<file path="config.mk">
export PLATFORM = sky130hd
export DESIGN_NAME = ep0_out_ctrl
export DESIGN_NICKNAME = d
export VERILOG_FILES = /design/src/rtl/ep0_out_pkg.sv /design/src/rtl/ep0_ctl_regs.sv /design/src/rtl/ep0_fifo_mem.sv /design/src/rtl/ep0_rx_fsm.sv /design/src/rtl/ep0_out_ctrl.sv
export SDC_FILE = /design/constraint.sdc
export NUM_CORES = 1
export LEC_CHECK = 0
export BUFFER_PORTS_ARGS = -buffer_cell sky130_fd_sc_hd__buf_2
export CORE_UTILIZATION = 60
export DETAILED_ROUTE_END_ITERATION = 10
export MAX_ROUTING_LAYER = met4
export PLACE_DENSITY = 0.81
export SYNTH_ARGS = -nofsm -noshare
export SYNTH_HDL_FRONTEND = slang
export SYNTH_HIERARCHICAL = 1
export SYNTH_SLANG_ARGS = --single-unit
</file>
<file path="constraint.sdc">
create_clock -name clk_i -period 5.1 [get_ports clk_i]
set_input_delay 0.51 -clock clk_i [delete_from_list [all_inputs] [get_ports clk_i]]
set_output_delay 0.51 -clock clk_i [all_outputs]
set_load 0.02 [all_outputs]
</file>
<file path="src/rtl/ep0_out_pkg.sv">
package ep0_out_pkg;
  typedef enum logic [1:0] {PH_IDLE, PH_SETUP, PH_OUT} phase_e;
endpackage

</file>
<file path="src/rtl/ep0_ctl_regs.sv">
module ep0_ctl_regs (
  input  logic clk_i,
  input  logic rst_ni,
  input  logic fw_we_i,
  input  logic fw_rx_en_i,
  input  logic fw_inh_i,
  input  logic setup_clr_i,
  input  logic ack_clr_i,
  output logic rx_en_o,
  output logic inh_o
);
  logic rx_en_q, inh_q;

  // hardware clears take priority over firmware writes
  always_ff @(posedge clk_i or negedge rst_ni) begin
    if (!rst_ni) begin
      rx_en_q <= 1'b0;
      inh_q   <= 1'b0;
    end else begin
      if (setup_clr_i || ack_clr_i) rx_en_q <= 1'b0;
      else if (fw_we_i)             rx_en_q <= fw_rx_en_i;
      if (setup_clr_i)              inh_q   <= 1'b0;
      else if (fw_we_i)             inh_q   <= fw_inh_i;
    end
  end

  assign rx_en_o = rx_en_q;
  assign inh_o   = inh_q;
endmodule

</file>
<file path="src/rtl/ep0_fifo_mem.sv">
module ep0_fifo_mem #(
  parameter int DEPTH = 8,
  parameter int DW    = 8,
  localparam int AW   = $clog2(DEPTH)
) (
  input  logic          clk_i,
  input  logic          rst_ni,
  input  logic          wr_en_i,
  input  logic [AW-1:0] wr_addr_i,
  input  logic [DW-1:0] wr_data_i,
  input  logic [AW-1:0] rd_addr_i,
  output logic [DW-1:0] rd_data_o
);
  logic [DW-1:0] mem_q [DEPTH];

  always_ff @(posedge clk_i or negedge rst_ni) begin
    if (!rst_ni) begin
      for (int i = 0; i < DEPTH; i++) mem_q[i] <= '0;
    end else if (wr_en_i) begin
      mem_q[wr_addr_i] <= wr_data_i;
    end
  end

  assign rd_data_o = mem_q[rd_addr_i];
endmodule

</file>
<file path="src/rtl/ep0_rx_fsm.sv">
module ep0_rx_fsm
  import ep0_out_pkg::*;
#(
  parameter int DEPTH = 8,
  parameter int DW    = 8,
  localparam int AW   = $clog2(DEPTH),
  localparam int CW   = $clog2(DEPTH + 1)
) (
  input  logic          clk_i,
  input  logic          rst_ni,
  input  logic          tok_setup_i,
  input  logic          tok_out_i,
  input  logic          byte_vld_i,
  input  logic [DW-1:0] byte_i,
  input  logic          eop_i,
  input  logic          crc_ok_i,
  input  logic          rx_en_i,
  input  logic          inh_i,
  output logic          wr_en_o,
  output logic [AW-1:0] wr_addr_o,
  output logic [DW-1:0] wr_data_o,
  output logic          ack_clr_o,
  output logic          hs_ack_o,
  output logic          hs_nak_o,
  output logic          irq_o,
  output logic [CW-1:0] byte_cnt_o
);
  phase_e        ph_q;
  logic          acc_q;
  logic [CW-1:0] ptr_q, cnt_q;
  logic          ack_q, nak_q, irq_q;
  logic          tok_any, eop_live, room;

  assign tok_any  = tok_setup_i | tok_out_i;
  assign eop_live = eop_i && !tok_any && (ph_q != PH_IDLE);
  assign room     = ptr_q < CW'(DEPTH);

  assign wr_en_o   = (ph_q != PH_IDLE) && acc_q && byte_vld_i && !eop_i && !tok_any && room;
  assign wr_addr_o = ptr_q[AW-1:0];
  assign wr_data_o = byte_i;
  assign ack_clr_o = eop_live && crc_ok_i && acc_q && (ph_q == PH_OUT);

  always_ff @(posedge clk_i or negedge rst_ni) begin
    if (!rst_ni) begin
      ph_q  <= PH_IDLE;
      acc_q <= 1'b0;
      ptr_q <= '0;
      cnt_q <= '0;
      ack_q <= 1'b0;
      nak_q <= 1'b0;
      irq_q <= 1'b0;
    end else begin
      ack_q <= 1'b0;
      nak_q <= 1'b0;
      irq_q <= 1'b0;
      if (tok_setup_i) begin
        ph_q  <= PH_SETUP;
        acc_q <= 1'b1;
        ptr_q <= '0;
      end else if (tok_out_i) begin
        ph_q  <= PH_OUT;
        acc_q <= rx_en_i && !inh_i;
        ptr_q <= '0;
      end else if (eop_live) begin
        ph_q <= PH_IDLE;
        if (crc_ok_i) begin
          if (acc_q) begin
            ack_q <= 1'b1;
            irq_q <= 1'b1;
            cnt_q <= ptr_q;
          end else begin
            nak_q <= 1'b1;
          end
        end
      end else if (wr_en_o) begin
        ptr_q <= ptr_q + 1'b1;
      end
    end
  end

  assign hs_ack_o   = ack_q;
  assign hs_nak_o   = nak_q;
  assign irq_o      = irq_q;
  assign byte_cnt_o = cnt_q;

  assert_nak_when_disabled_R2: assert property (@(posedge clk_i) disable iff (!rst_ni)
    (eop_i && crc_ok_i && !tok_any && ph_q == PH_OUT && !acc_q) |=> (hs_nak_o && !hs_ack_o));
  assert_ack_clears_rx_en_R4: assert property (@(posedge clk_i) disable iff (!rst_ni)
    ack_clr_o |=> !rx_en_i);
  assert_bad_crc_silent_R8: assert property (@(posedge clk_i) disable iff (!rst_ni)
    (eop_i && !crc_ok_i) |=> (!hs_ack_o && !hs_nak_o && !irq_o));
  assert_cnt_bound_R9: assert property (@(posedge clk_i) disable iff (!rst_ni)
    byte_cnt_o <= CW'(DEPTH));
  assert_irq_single_R11: assert property (@(posedge clk_i) disable iff (!rst_ni)
    irq_o |=> !irq_o);
  assert_ack_nak_excl_R11: assert property (@(posedge clk_i) disable iff (!rst_ni)
    !(hs_ack_o && hs_nak_o));
endmodule

</file>
<file path="src/rtl/ep0_out_ctrl.sv">
module ep0_out_ctrl #(
  parameter int DEPTH = 8,
  parameter int DW    = 8,
  localparam int AW   = $clog2(DEPTH),
  localparam int CW   = $clog2(DEPTH + 1)
) (
  input  logic          clk_i,
  input  logic          rst_ni,
  input  logic          tok_setup_i,
  input  logic          tok_out_i,
  input  logic          byte_vld_i,
  input  logic [DW-1:0] byte_i,
  input  logic          eop_i,
  input  logic          crc_ok_i,
  input  logic          cfg_we_i,
  input  logic          cfg_rx_en_i,
  input  logic          cfg_inhibit_i,
  input  logic [AW-1:0] rd_addr_i,
  output logic [DW-1:0] rd_data_o,
  output logic          rx_en_o,
  output logic          inhibit_o,
  output logic          hs_ack_o,
  output logic          hs_nak_o,
  output logic [CW-1:0] byte_cnt_o,
  output logic          irq_o
);
  logic          wr_en, ack_clr;
  logic [AW-1:0] wr_addr;
  logic [DW-1:0] wr_data;

  ep0_ctl_regs u_regs (
    .clk_i, .rst_ni,
    .fw_we_i     (cfg_we_i),
    .fw_rx_en_i  (cfg_rx_en_i),
    .fw_inh_i    (cfg_inhibit_i),
    .setup_clr_i (tok_setup_i),
    .ack_clr_i   (ack_clr),
    .rx_en_o     (rx_en_o),
    .inh_o       (inhibit_o)
  );

  ep0_rx_fsm #(.DEPTH(DEPTH), .DW(DW)) u_fsm (
    .clk_i, .rst_ni,
    .tok_setup_i, .tok_out_i, .byte_vld_i, .byte_i, .eop_i, .crc_ok_i,
    .rx_en_i    (rx_en_o),
    .inh_i      (inhibit_o),
    .wr_en_o    (wr_en),
    .wr_addr_o  (wr_addr),
    .wr_data_o  (wr_data),
    .ack_clr_o  (ack_clr),
    .hs_ack_o, .hs_nak_o, .irq_o, .byte_cnt_o
  );

  ep0_fifo_mem #(.DEPTH(DEPTH), .DW(DW)) u_mem (
    .clk_i, .rst_ni,
    .wr_en_i   (wr_en),
    .wr_addr_i (wr_addr),
    .wr_data_i (wr_data),
    .rd_addr_i,
    .rd_data_o
  );

  assert_setup_clears_R3: assert property (@(posedge clk_i) disable iff (!rst_ni)
    tok_setup_i |=> (!rx_en_o && !inhibit_o));
  assert_nak_keeps_bits_R5: assert property (@(posedge clk_i) disable iff (!rst_ni)
    (hs_nak_o && !$past(cfg_we_i)) |-> (rx_en_o == $past(rx_en_o) && inhibit_o == $past(inhibit_o)));
  assert_irq_with_ack_R11: assert property (@(posedge clk_i) disable iff (!rst_ni)
    irq_o == hs_ack_o);
endmodule

</file>
==> run_results.csv, run 1 <==
group,metric,value,unit
outcome,run_status,"finished clean",
global_routing,grt_use_total,0.2514,
setup_path,cp_data_required_time,5.32,ns
setup_path,worst-endpoint-arrival,3.38,ns
floorplan,floorplan.core_area,5991,um^2
sta,final.min_clock_period,3.157,ns
detailed_routing,vias_per_cell,6.032,
yosys,yosysSeqAreaShare,0.5253,
cts,max-clock-path-buffers,2,
floorplan,die_area,6593,um^2
sta,final_worst_setup_slack,1.943,ns
detailed_routing,wl_per_cell,20.56,um
power,powerDensity,317.5,nW/um^2
floorplan,top_level_ports,38,
detailed_routing,drc,0,
sta,fin_worst_skew,0.008208,ns
layout,final_layout_size_suffix_gt1_frac,0.5167,
sta,period_share,0.6190,
power,ir_drop,266.4,uV
cts,cts_hold_buffers,0,
cts,tritoncts,"built",
global_routing,grt_pass1_wl,11.23,mm
floorplan,die_x,81.20,um
setup_path,critical_path.max_fanout,8,
yosys,post_synth.cell_area_avg,15.75,um^2
layout,fin_nets,286,
placed_design,dp_worst_setup_slack,1.846,ns
placed_design,global_placement_routability_congestion,0.7451,
floorplan,fp.dieH,81.20,um
detailed_routing,num_vias,2075,
cts,tritoncts.num_buffers,9,
sta,totalNegativeSetupSlack,0,ns
layout,diodes,0,
yosys,synth.net_count,261,
sta,setup_violations,0,
cts,number_of_gates_resized_after_cts,0,
layout,final_cell_mix,"sky130_fd_sc_hd__dfrtp_1 (79), sky130_fd_sc_hd__mux2_2 (76), sky130_fd_sc_hd__buf_2 (36), sky130_fd_sc_hd__mux4_1 (15), sky130_fd_sc_hd__clkbuf_8 (10)",
global_routing,antenna_found_initial,0,
yosys,synth-edff-count,0,
global_routing,grt_pass1_vias,2092,
cts,cts_setup_buffers,0,
cts,h_tree_depth_reported_by_cts,3,
setup_path,timing.critical_path.from_type,"flip-flop",
yosys,ys_warn_count,6,
floorplan,rows,28,
floorplan,initial_core_utilization,0.6282,
layout,finish.utilization,0.6915,
detailed_routing,drt_iter0_markers,130,
detailed_routing,wirelength,7.072,mm
layout,commonest_non_fill_non_tap_cell_in_the_layout,"sky130_fd_sc_hd__dfrtp_1",
placed_design,post-dp-hpwl,4.434,mm
global_routing,grt_overflow,0,
yosys,synth.ff_latch_count,79,
setup_path,crit_type,"flip-flop to flip-flop",
global_routing,pin_count_of_the_biggest_net_entering_global_routing,80,
yosys,syn_area,3764,um^2
sta,max-slew-margin-rel,0.2498,
placed_design,place.port_buffers,37,
sta,setup_repair_after_global_routing_missed_its_margin,"false",
detailed_routing,drt-pass1-iter-count,4,
cts,worstSkewPairLatency,0.34,ns
cts,cts-root-buf,"sky130_fd_sc_hd__clkbuf_8",
yosys,synth_top_flop_cell,"sky130_fd_sc_hd__dfrtp_1",
yosys,async_flop_share,1.000,
yosys,netlist_instances,239,
sta,worst-slew-pin-transition,1.109,ns
sta,final-hold-violation-count,0,
sta,slew_viol_final,0,
detailed_routing,antenna_violating_nets_post_route,0,
setup_path,worst_setup_path_end_kind,"flip-flop",
yosys,post_synth_num_cell_types,29,
cts,clk_pin_slew,0.08,ns
worst_hold_path,hp-class,"primary input to asynchronous set/reset pin",
job,maxCapViolCount,0,
power,p_leak,2.124,nW
cts,clkSinkCount,79,
layout,post_synthesis_to_final_layout_area_growth,10.07,%
sta,fmax,0.3168,GHz
-- routing by layer --
metal  track usage  vias to the layer above  part of all wire
met1        0.3300                     1073              0.45
met2        0.3840                       48              0.50
met3       0.04944                       12             0.036
met5             -                        -                 0
met4        0.1054                        0             0.016
li1              -                      942                 -
-- Yosys cell counts (2+ instances only) --
| master | instances | area share |
|---|---|---|
| sky130_fd_sc_hd__a21oi_1 | 2 | 0.0027 |
| sky130_fd_sc_hd__buf_2 | 7 | 0.0093 |
| sky130_fd_sc_hd__buf_4 | 12 | 0.024 |
| sky130_fd_sc_hd__clkbuf_1 | 2 | 0.0020 |
| sky130_fd_sc_hd__dfrtp_1 | 79 | 0.53 |
| sky130_fd_sc_hd__inv_1 | 2 | 0.0020 |
| sky130_fd_sc_hd__mux2_2 | 76 | 0.23 |
| sky130_fd_sc_hd__mux2i_1 | 5 | 0.013 |
| sky130_fd_sc_hd__mux4_1 | 15 | 0.10 |
| sky130_fd_sc_hd__nand2_1 | 6 | 0.0060 |
| sky130_fd_sc_hd__nand3b_1 | 2 | 0.0040 |
| sky130_fd_sc_hd__nand4_1 | 2 | 0.0033 |
| sky130_fd_sc_hd__nand4b_1 | 3 | 0.0070 |
| sky130_fd_sc_hd__nor2_1 | 5 | 0.0050 |
| sky130_fd_sc_hd__nor3_1 | 2 | 0.0027 |
| sky130_fd_sc_hd__nor4bb_1 | 3 | 0.0080 |
| sky130_fd_sc_hd__o21ai_0 | 3 | 0.0040 |
| sky130_fd_sc_hd__or3_2 | 2 | 0.0040 |
-- metrics by stage --
step | std cells | total power, mW | area, um^2 | hold WS (ns)
CTS | 344 | 1.325 | 4143 | 0.3573
floorplan | 239 | 0.7430 | 3764 | 0.2144
detailed placement | 328 | 0.7762 | 3904 | 0.4886
global route | 344 | 1.365 | 4143 | 0.3920
global placement | 328 | 0.7718 | 3904 | 0.4794
finish | 344 | 1.315 | 4143 | 0.3272
-- worst max-delay path, cell delays in order (launching register included) --
cell and delay, ns:
sky130_fd_sc_hd__dfrtp_1 0.44, sky130_fd_sc_hd__and4bb_2 0.26, sky130_fd_sc_hd__o21ai_0 0.21, sky130_fd_sc_hd__nor3_1 0.64
sky130_fd_sc_hd__nor4bb_2 1.07, sky130_fd_sc_hd__mux2_2 0.42
-- cell families (layout without fill, tap and decap cells) --
group | count (synthesis) | in the layout | share of synthesized area
AO/OA/AOI/OAI | 6 | 6 | 0.008975
adder cells (fa/ha/maj) | 1 | 1 | 0.003324
AND/OR/NAND/NOR | 30 | 30 | 0.06449
buffers and inverters | 26 | 56 | 0.04654
multiplexers | 97 | 97 | 0.3514
flip-flops | 79 | 79 | 0.5253
-- state kept, by name, summed over array words and instances, names as in the netlist --
name	count
u_fsm/byte_cnt_o	4
u_fsm/ptr_q	4
u_fsm/hs_nak_o	1
u_fsm/irq_o	1
u_regs/inh_o	1
u_regs/rx_en_o	1
u_fsm/ph_q	2
u_fsm/acc_q	1
u_mem/mem_q	64
-- power breakdown --
| part | internal (mW) | switching (mW) |
|---|---|---|
| Clock | 0.340 | 0.212 |
| Sequential | 0.649 | 0.0129 |
| Combinational | 0.0495 | 0.0515 |
-- cell type report --
class	count	area (um^2)
Clock inverter	3	90.09
Sequential cell	79	1977
Tap cell	75	93.84
Inverter	2	7.507
Clock buffer	13	148.9
Multi-Input combinational cell	134	1630
Timing Repair Buffer	38	195.2
Fill cell	401	1848
-- worst paths after layout --
check / from / end / slack (ns) / cells after the start
min in group clk_i: cfg_inhibit_i / u_regs/inh_o$_DFFE_PN0P_ / 0.43 / 3
worst min register to register: u_mem/mem_q[50]$_DFFE_PN0P_ / u_mem/mem_q[50]$_DFFE_PN0P_ / 0.50 / 1
worst max register to register: u_fsm/acc_q$_DFFE_PN0P_ / u_mem/mem_q[30]$_DFFE_PN0P_ / 1.94 / 5
max in group asynchronous: rst_ni / u_mem/mem_q[30]$_DFFE_PN0P_ / 4.16 / 1
worst min-delay path: rst_ni / u_mem/mem_q[1]$_DFFE_PN0P_ / 0.33 / 1
worst max-delay path: u_fsm/acc_q$_DFFE_PN0P_ / u_mem/mem_q[30]$_DFFE_PN0P_ / 1.94 / 5
Power figures use the tool's default switching activity.
==> run 2: changes to the inputs <==
--- a/config.mk
+++ b/config.mk
@@ -6,10 +6,10 @@
 export NUM_CORES = 1
 export LEC_CHECK = 0
 export BUFFER_PORTS_ARGS = -buffer_cell sky130_fd_sc_hd__buf_2
-export CORE_UTILIZATION = 60
+export CORE_UTILIZATION = 59
 export DETAILED_ROUTE_END_ITERATION = 10
 export MAX_ROUTING_LAYER = met4
-export PLACE_DENSITY = 0.81
+export PLACE_DENSITY = 0.8
 export SYNTH_ARGS = -nofsm -noshare
 export SYNTH_HDL_FRONTEND = slang
 export SYNTH_HIERARCHICAL = 1
==> constraint.sdc (replaced) <==
create_clock -name clk_i -period 3.3 [get_ports clk_i]
set_input_delay 0.33 -clock clk_i [delete_from_list [all_inputs] [get_ports clk_i]]
set_output_delay 0.33 -clock clk_i [all_outputs]
set_load 0.02 [all_outputs]
==> run_results.csv, run 2 (same netlist as run 1, synthesis figures left out) <==
group,metric,value,unit
sta,slew_viol_final,0,
setup_path,worst_setup_path_end_kind,"flip-flop",
setup_path,r2r.worst_path.cells,6,
floorplan,rows,28,
power,ir_drop,273.6,uV
power,clock_power_share,0.369,
layout,largest_register_ffs,64,
placed_design,post-dp-hpwl,4.295,mm
sta,fin_worst_skew,0.006814,ns
layout,final_cell_mix,"sky130_fd_sc_hd__dfrtp_1 (79), sky130_fd_sc_hd__mux2_2 (76), sky130_fd_sc_hd__buf_2 (36), sky130_fd_sc_hd__mux4_1 (15), sky130_fd_sc_hd__clkbuf_8 (10)",
floorplan,fp.dieH,81.87,um
job,maxCapViolCount,0,
global_routing,antenna_found_initial,0,
detailed_routing,drc,0,
cts,clk_pin_slew,0.07,ns
power,power_switching_share,0.2285,
worst_hold_path,hp-class,"primary input to asynchronous set/reset pin",
setup_path,timing.rr.start,"u_fsm/ptr_q[3]$_DFFE_PN0P_",
power,power_frac_comb,0.083,
detailed_routing,drt-pass1-iter-count,4,
setup_path,worstSetupEndpoint,"u_mem/mem_q[62]$_DFFE_PN0P_",
power,p_int,1.443,mW
layout,fin_nets,293,
power,seq_power_share,0.548,
cts,cts-root-buf,"sky130_fd_sc_hd__clkbuf_8",
cts,h_tree_depth_reported_by_cts,3,
sta,fmax,0.4401,GHz
sta,totalNegativeSetupSlack,0,ns
setup_path,reg2reg_slack,1.03,ns
cts,worstSkewPairLatency,0.34,ns
cts,tritoncts.num_buffers,9,
cts,number_of_gates_resized_after_cts,0,
global_routing,grt_use_total,0.2367,
layout,top_register,"u_mem/mem_q",
cts,tritoncts,"built",
detailed_routing,wl_per_cell,19.38,um
power,powerDensity,451.4,nW/um^2
global_routing,grt_pass1_vias,2144,
layout,filler_cell_count,426,
placed_design,place.port_buffers,37,
placed_design,global_placement_routability_congestion,0.7804,
cts,max-clock-path-buffers,2,
setup_path,cp_data_required_time,3.53,ns
sta,final.min_clock_period,2.272,ns
power,net-switching-power,427.2,uW
layout,diodes,0,
layout,final_layout_size_suffix_gt1_frac,0.5328,
cts,cts_setup_buffers,0,
detailed_routing,antenna_violating_nets_post_route,0,
cts,clkSinkCount,79,
layout,layout_top_registers,"u_mem/mem_q: 64 flops, u_fsm/byte_cnt_o: 4 flops, u_fsm/ptr_q: 4 flops",
sta,period_share,0.6886,
setup_path,worst_r2r_endpoint,"u_mem/mem_q[62]$_DFFE_PN0P_",
sta,setup_repair_after_global_routing_missed_its_margin,"false",
floorplan,die_area,6703,um^2
setup_path,crit_type,"flip-flop to flip-flop",
detailed_routing,num_vias,2105,
sta,setup_violations,0,
sta,max-slew-margin-rel,0.3523,
sta,fin_worst_hold_slack,0.1276,ns
layout,commonest_non_fill_non_tap_cell_in_the_layout,"sky130_fd_sc_hd__dfrtp_1",
floorplan,initial_core_utilization,0.6246,
layout,post_synthesis_to_final_layout_area_growth,10.07,%
global_routing,pin_count_of_the_biggest_net_entering_global_routing,80,
sta,final-hold-violation-count,0,
floorplan,floorplan.core_area,6026,um^2
power,p_leak,2.127,nW
setup_path,timing.critical_path.from_type,"flip-flop",
setup_path,worst-endpoint-arrival,2.50,ns
sta,worst-slew-pin-transition,0.9716,ns
global_routing,grt_pass1_wl,10.98,mm
detailed_routing,drt_iter0_markers,87,
detailed_routing,vias_per_cell,6.032,
cts,cts_hold_buffers,0,
floorplan,die_x,81.87,um
outcome,run_status,"finished clean",
setup_path,critical_path.max_fanout,8,
detailed_routing,wirelength,6.762,mm
global_routing,grt_overflow,0,
floorplan,top_level_ports,38,
setup_path,crit_start,"u_fsm/ptr_q[3]$_DFFE_PN0P_",
==> run 2: power by group through the flow <==
| stage | Sequential [mW] | Clock [mW] | Combinational, mW |
|---|---|---|---|
| after floorplan | 1.04 | 0 | 0.110 |
| after global placement | 1.04 | 0 | 0.154 |
| after detailed placement | 1.04 | 0 | 0.157 |
| after CTS | 1.03 | 0.707 | 0.158 |
| after global routing | 1.03 | 0.745 | 0.171 |
| final | 1.03 | 0.690 | 0.155 |
==> run 2: layer usage <==
layer  wire [um]  track usage
met1        3257       0.3313
met2        3225       0.3479
met3         210      0.03667
met4          69      0.09474
met5           0            -
==> run 2: through the flow <==
| stage | instance area [um^2] | utilization | instances | power [mW] | setup slack [ns] |
|---|---|---|---|---|---|
| 6_report | 4143 | 0.6875 | 349 | 1.870 | 1.028 |
| 4_1_cts | 4143 | 0.6875 | 349 | 1.890 | 1.005 |
| 3_3_place_gp | 3956 | 0.6566 | 335 | 1.197 | 0.9679 |
| 5_1_grt | 4143 | 0.6875 | 349 | 1.946 | 0.8371 |
| 2_1_floorplan | 3764 | - | 239 | 1.148 | 1.162 |
| 3_5_place_dp | 3956 | 0.6566 | 335 | 1.201 | 0.9175 |
==> run 2: final cells by class <==
class                           count  area, um^2  share of cell area
Clock inverter                      3       45.04             0.01087
Multi-Input combinational cell    134        1630              0.3935
Sequential cell                    79        1977              0.4772
Tap cell                           75       93.84             0.02265
Timing Repair Buffer               45       247.7             0.05980
Clock buffer                       11       141.4             0.03413
Inverter                            2       7.507            0.001812
==> run 2: worst max-delay path, stage by stage (launching register included) <==
cell	delay, ns
sky130_fd_sc_hd__dfrtp_1	0.39
sky130_fd_sc_hd__and4bb_2	0.30
sky130_fd_sc_hd__o21ai_0	0.21
sky130_fd_sc_hd__nor3_1	0.19
sky130_fd_sc_hd__buf_4	0.17
sky130_fd_sc_hd__nor4b_4	0.49
sky130_fd_sc_hd__mux2_2	0.40
==> run 2: worst min path at each step <==
stage                             endpoint  slack, ns  cells past startpoint
4_1_cts           u_regs/inh_o$_DFFE_PN0P_       0.18                      1
3_5_place_dp   u_mem/mem_q[48]$_DFFE_PN0P_       0.49                      1
3_3_place_gp   u_mem/mem_q[17]$_DFFE_PN0P_       0.48                      1
2_1_floorplan      u_fsm/acc_q$_DFFE_PN0P_       0.03                      0
6_report          u_regs/inh_o$_DFFE_PN0P_       0.13                      1
5_1_grt        u_mem/mem_q[46]$_DFFE_PN0P_       0.23                      1
